$ cat src/rtl/nibble_reg_pkg.sv
package nibble_reg_pkg;
  localparam int NIB_W  = 4;
  localparam int CODE_W = 4;

  typedef enum logic [CODE_W-1:0] {
    CMD_ADDR_LO  = 4'h0,
    CMD_ADDR_HI  = 4'h1,
    CMD_DATA_LO  = 4'h2,
    CMD_DATA_WR  = 4'h3,
    CMD_READ     = 4'h4
  } cmdE;

  // Strobes from the control decoder to the datapath.
  typedef struct packed {
    logic setAddrLo;
    logic setAddrHi;
    logic setDataLo;
    logic commitWrite;
    logic loadResp;
    logic advance;
    logic dropResp;
  } strobeT;
endpackage

$ cat src/rtl/nibble_reg_ctrl.sv
module nibble_reg_ctrl
  import nibble_reg_pkg::*;
#(
  parameter int NIBW  = NIB_W,
  parameter int CODEW = CODE_W
) (
  input  logic             clk,
  input  logic             rstN,
  input  logic             inValid,
  input  logic [CODEW-1:0] inCode,
  input  logic [NIBW-1:0]  inPayload,
  input  logic             rspValid,
  input  logic             rspReady,
  output logic             inReady,
  output strobeT           strb
);
  logic accept;

  // A pending response that cannot drain blocks every command byte.
  assign inReady = !rspValid || rspReady;
  assign accept  = inValid && inReady;

  always_comb begin
    strb = '0;
    strb.dropResp = rspValid && rspReady;
    if (accept) begin
      case (inCode)
        CMD_ADDR_LO: strb.setAddrLo   = 1'b1;
        CMD_ADDR_HI: strb.setAddrHi   = 1'b1;
        CMD_DATA_LO: strb.setDataLo   = 1'b1;
        CMD_DATA_WR: strb.commitWrite = 1'b1;
        CMD_READ:    strb.loadResp    = 1'b1;
        default:     ;
      endcase
    end
    strb.advance = strb.commitWrite || (strb.loadResp && inPayload[0]);
  end

  // at most one action strobe per accepted byte
  a_r3_one_action: assert property (@(posedge clk) disable iff (!rstN)
    $countones({strb.setAddrLo, strb.setAddrHi, strb.setDataLo,
                strb.commitWrite, strb.loadResp}) <= 1);

  // no read is taken while the held response is stalled
  a_r9_no_load_when_stalled: assert property (@(posedge clk) disable iff (!rstN)
    (rspValid && !rspReady) |-> !strb.loadResp);
endmodule

$ cat src/rtl/nibble_reg_dp.sv
module nibble_reg_dp
  import nibble_reg_pkg::*;
#(
  parameter int NIBW = NIB_W
) (
  input  logic              clk,
  input  logic              rstN,
  input  strobeT            strb,
  input  logic [NIBW-1:0]   inPayload,
  input  logic [2*NIBW-1:0] regRdData,
  output logic [2*NIBW-1:0] addr,
  output logic [2*NIBW-1:0] wrData,
  output logic [2*NIBW-1:0] rspData,
  output logic              rspValid
);
  localparam int WORD_W = 2 * NIBW;

  logic [NIBW-1:0] dataLo;

  always_ff @(posedge clk) begin
    if (!rstN) begin
      addr <= '0;
    end else if (strb.setAddrLo) begin
      addr[NIBW-1:0] <= inPayload;
    end else if (strb.setAddrHi) begin
      addr[WORD_W-1:NIBW] <= inPayload;
    end else if (strb.advance) begin
      addr <= addr + 1'b1;
    end
  end

  always_ff @(posedge clk) begin
    if (!rstN)               dataLo <= '0;
    else if (strb.setDataLo) dataLo <= inPayload;
  end

  assign wrData = {inPayload, dataLo};

  always_ff @(posedge clk) begin
    if (!rstN) begin
      rspValid <= 1'b0;
      rspData  <= '0;
    end else if (strb.loadResp) begin
      rspValid <= 1'b1;
      rspData  <= regRdData;
    end else if (strb.dropResp) begin
      rspValid <= 1'b0;
    end
  end

  // an advance moves the address by exactly one, modulo 256
  a_r4_advance_by_one: assert property (@(posedge clk) disable iff (!rstN)
    strb.advance |=> addr == $past(addr) + 1'b1);

  // a read without the flag keeps the address
  a_r6_read_keeps_addr: assert property (@(posedge clk) disable iff (!rstN)
    (strb.loadResp && !strb.advance) |=> $stable(addr));

  // a held response does not change while stalled
  a_r9_resp_stable: assert property (@(posedge clk) disable iff (!rstN)
    (rspValid && !strb.dropResp && !strb.loadResp) |=> rspValid && $stable(rspData));
endmodule

$ cat src/rtl/nibble_reg_port.sv
module nibble_reg_port
  import nibble_reg_pkg::*;
#(
  parameter int NIBW  = NIB_W,
  parameter int CODEW = CODE_W
) (
  input  logic                  clk,
  input  logic                  rstN,
  input  logic [CODEW+NIBW-1:0] inData,
  input  logic                  inValid,
  output logic                  inReady,
  output logic [2*NIBW-1:0]     rspData,
  output logic                  rspValid,
  input  logic                  rspReady,
  output logic                  regWrEn,
  output logic [2*NIBW-1:0]     regAddr,
  output logic [2*NIBW-1:0]     regWrData,
  input  logic [2*NIBW-1:0]     regRdData
);
  localparam int BYTE_W = CODEW + NIBW;

  strobeT           strb;
  logic [CODEW-1:0] inCode;
  logic [NIBW-1:0]  inPayload;

  assign inCode    = inData[BYTE_W-1:NIBW];
  assign inPayload = inData[NIBW-1:0];

  nibble_reg_ctrl #(.NIBW(NIBW), .CODEW(CODEW)) uCtrl (
    .clk(clk), .rstN(rstN), .inValid(inValid), .inCode(inCode),
    .inPayload(inPayload), .rspValid(rspValid), .rspReady(rspReady),
    .inReady(inReady), .strb(strb)
  );

  nibble_reg_dp #(.NIBW(NIBW)) uDp (
    .clk(clk), .rstN(rstN), .strb(strb), .inPayload(inPayload),
    .regRdData(regRdData), .addr(regAddr), .wrData(regWrData),
    .rspData(rspData), .rspValid(rspValid)
  );

  assign regWrEn = strb.commitWrite;

  // a write only ever comes from an accepted byte
  a_r3_write_on_accept: assert property (@(posedge clk) disable iff (!rstN)
    regWrEn |-> (inValid && inReady));

  // an accepted read presents a response next cycle
  a_r5_read_responds: assert property (@(posedge clk) disable iff (!rstN)
    (inValid && inReady && inCode == CMD_READ) |=> rspValid);

  // unknown codes leave the address alone and write nothing
  a_r8_unknown_dropped: assert property (@(posedge clk) disable iff (!rstN)
    (inValid && inReady && inCode > CMD_READ) |-> !regWrEn ##1 $stable(regAddr));
endmodule

$ cat config.mk
export PLATFORM = sky130hd
export DESIGN_NAME = nibble_reg_port
export DESIGN_NICKNAME = d
export VERILOG_FILES = /design/src/rtl/nibble_reg_pkg.sv /design/src/rtl/nibble_reg_ctrl.sv /design/src/rtl/nibble_reg_dp.sv /design/src/rtl/nibble_reg_port.sv
export SDC_FILE = /design/constraint.sdc
export NUM_CORES = 1
export LEC_CHECK = 0
export CORE_MARGIN = 2
export CORE_UTILIZATION = 40
export CTS_BUF_LIST = sky130_fd_sc_hd__clkbuf_4
export DETAILED_ROUTE_END_ITERATION = 12
export PLACE_DENSITY = 0.83
export SLEW_MARGIN = 20
export SYNTH_ARGS = -nofsm -noshare
export SYNTH_HDL_FRONTEND = slang
export SYNTH_SLANG_ARGS = --single-unit
$ cat constraint.sdc
create_clock -name clk -period 1.4 [get_ports clk]
set_input_delay 0.35 -clock clk [delete_from_list [all_inputs] [get_ports clk]]
set_output_delay 0.35 -clock clk [all_outputs]
set_load 0.01 [all_outputs]
==> run_results.csv <==
group,metric,value,unit
die,die_area,0.003323,sq mm
timing,clock_skew,0.01357,ns
timing,max_slew_margin,78.85,%
grt,grt_pass1_wl,5.796,mm
clock_tree,cts_sinks,21,
layout,antennaDiodeCount,0,
worst_setup_path,critPathArrivalTime,1.24,ns
route,drtIter0Drc,73,
timing,setup_slack,-0.1882,ns
worst_setup_path,cp_slowest_stage_delay,0.34,ns
layout,final_nets,228,
synthesis,synth_edf_count,0,
die,die_width,57.65,um
clock_tree,cts_buffer_depth,2,
route,ant_nets,0,
route,via_per_inst,5.506,
synthesis,ys_ff_latch,21,
placement,gp_congestion,0.9008,
synthesis,synth_area,0.001151,sq mm
worst_setup_path,crit_chain,"nor2b_4 > buf_6 > nor2_4 > and3_4 > buf_6",
run_status,violations,"negative setup slack",
clock_tree,htreeDepth,1,
grt,grtUsageTotal,22.49,%
grt,antenna_found_initial,0,
die,fp.dieH,57.65,um
timing,slew_viol_final,0,
timing,finalHoldViolCount,0,
timing,rsz0062_at_grt,"true",
route,first_pass_iters,4,
grt,grt_max_degree,16,
timing,period_needed,1.588,ns
worst_setup_path,cpMostUsedCell,"buf_6",
worst_setup_path,cp_data_required_time,1.05,ns
synthesis,async_flop_share,0,%
synthesis,ys_warn_count,0,
synthesis,syn_nets,145,
synthesis,synth_area_per_cell,9.283,sq um
placement,port_buffers,46,
timing,setup_viol,7,
clock_tree,cts_root_buf,"clkbuf_4",
worst_setup_path,crit_type,"register to output port",
worst_setup_path,crit_family,"simple AND/OR/NAND/NOR gates",
clock_tree,ctsHoldBuffers,0,
worst_setup_path,startpoint_type,"register",
clock_tree,clock_latency,0.31,ns
worst_setup_path,crit_slowest_cell,"dfxtp_2",
hold_path,hold_class,"primary input to register",
synthesis,seq_area_frac_synth,36.52,%
synthesis,synth.distinct_cells,39,
die,start_util,42.11,%
run,maxCapViolCount,0,
placement,pre_cts_ws,-0.7245,ns
placement,dp_hpwl,2.727,mm
synthesis,syn_inst,124,
grt,grt_overflow,0,
route,num_vias,1305,
run_status,status,"complete, but fails checks",
die,boundaryPins,47,
timing,timing.final.crit_share,113.4,%
timing,tns,-0.6752,ns
worst_setup_path,worstPathMaxFanout,2,
route,post_drt_wl_per_cell,15.60,um
pwr,powerDensity,597.5,mW/mm^2
synthesis,synth_ff_type,"dfxtp_1",
synthesis,synth_top_area_share,36.52,%
clock_tree,path_clk_slew,0.13,ns
clock_tree,cts_tree,"done",
pwr,leakage,0.9706,nW
timing,timing.fmax,629.7,MHz
layout,drive_gt1_share,37.38,%
grt,grt_pass1_vias,1313,
pwr,ir_drop,0.0005543,V
synthesis,synth_top_cell_by_area,"dfxtp_1",
route,route.detailed.drc,0,
timing,tightest_slew,0.3149,ns
die,row_count,19,
synthesis,synth.area.top_cells,"dfxtp_1, mux2i_1, nor2_1",
worst_setup_path,end_kind,"output port",
layout,syn2layout_area_growth,72.28,%
clock_tree,cts_buffers,3,
route,wirelength,3.697,mm
pwr,p_total,1.185,mW
die,core,0.002734,sq mm
worst_setup_path,crit_buf_inv,2,
==> power by group <==
group	internal, mW	total (mW)	switching [mW]
clock	0.131	0.320	0.189
combinational	0.142	0.254	0.112
sequential	0.606	0.612	0.00615
total	0.878	1.18	0.307
==> final cells by class <==
class                      count  area [sq um]
clock buffer                   4         30.03
fill                         219         750.7
inverter                       3         23.77
multi-input combinational     93         724.4
sequential                    21         427.9
tap                           31         38.79
timing repair buffer          85         738.2
==> logic make-up after synthesis <==
| kind of cell | after synthesis | synth area share (%) |
|---|---|---|
| multiplexers | 18 | 15.87 |
| AO/OA/AOI/OAI | 21 | 13.15 |
| adder cells (fa/ha/maj) | 1 | 1.087 |
| AND/OR/NAND/NOR | 53 | 27.50 |
| flip-flops | 21 | 36.52 |
| buffers and inverters | 10 | 5.869 |
==> what timing repair did <==
action / in CTS / in global routing
endpoints found under the setup margin: 48 / 22
pin swaps: 7 / 4
setup buffers: 7 / 2
gates resized for setup: 73 / 6
cloned: 0 / 1
==> stage by stage <==
step | area (sq um) | instances | util, % | hold WS [ns]
after floorplan | 1164 | 124 | - | 0.4939
after global placement | 1832 | 224 | 67.00 | 0.4740
after detailed placement | 1832 | 224 | 67.00 | 0.4877
after CTS | 1956 | 234 | 71.53 | 0.5128
after global routing | 1983 | 237 | 72.54 | 0.5170
final | 1983 | 237 | 72.54 | 0.4907
==> tightest hold or removal path, cell delays in order <==
cell and delay, ns:
dlymetal6s2s_1 0.13, buf_4 0.15, mux2i_1 0.07, nor2_1 0.07
==> cells in the final DEF, fill, tap and decap left out, drive strengths merged, types with 4 or more instances in the layout <==
cell type,Yosys,final
mux2i,16,16
nand3,6,6
clkbuf,1,4
buf,6,44
dfxtp,21,21
clkdlybuf4s50,0,11
nand2,7,7
nor3,5,5
dlygate4sd2,0,28
a21oi,6,6
nor2,18,18
o22ai,4,4
==> cell usage after synthesis, drive strengths merged (2+ instances only) <==
cell type,count
nand3,6
and3,2
buf,6
o211ai,3
a21oi,6
nand4,3
a211oi,2
clkinv,2
mux2i,16
and2b,2
dfxtp,21
nor3,5
nand2,7
a32o,2
mux2,2
nor2,18
o22ai,4
nor2b,2
or2,3
==> path summary, 6_finish.rpt <==
kind | end | startpoint | slack [ns] | cells after the start
hold reg to reg | uDp.dataLo[1] | uDp.dataLo[1] | 0.50 | 2
hold / removal | uDp.dataLo[1] | inData[1] | 0.49 | 4
setup reg to reg | uDp.dataLo[3] | uDp.rspValid | -0.11 | 7
setup / recovery | regWrEn | uDp.rspValid | -0.19 | 5
==> state kept, by name (all words and copies together), names as in the netlist <==
name	flops
uDp.dataLo	4
uDp.addr	8
uDp.rspValid	1
uDp.rspData	8
==> metal layers <==
metal,up-vias,track usage [%],wire length [um]
met2,72,38.47,1854
met1,602,26.72,1435
li1,617,-,-
met5,-,0,0
met4,0,9.635,98
met3,14,5.580,308
Power figures use the tool's default switching activity.
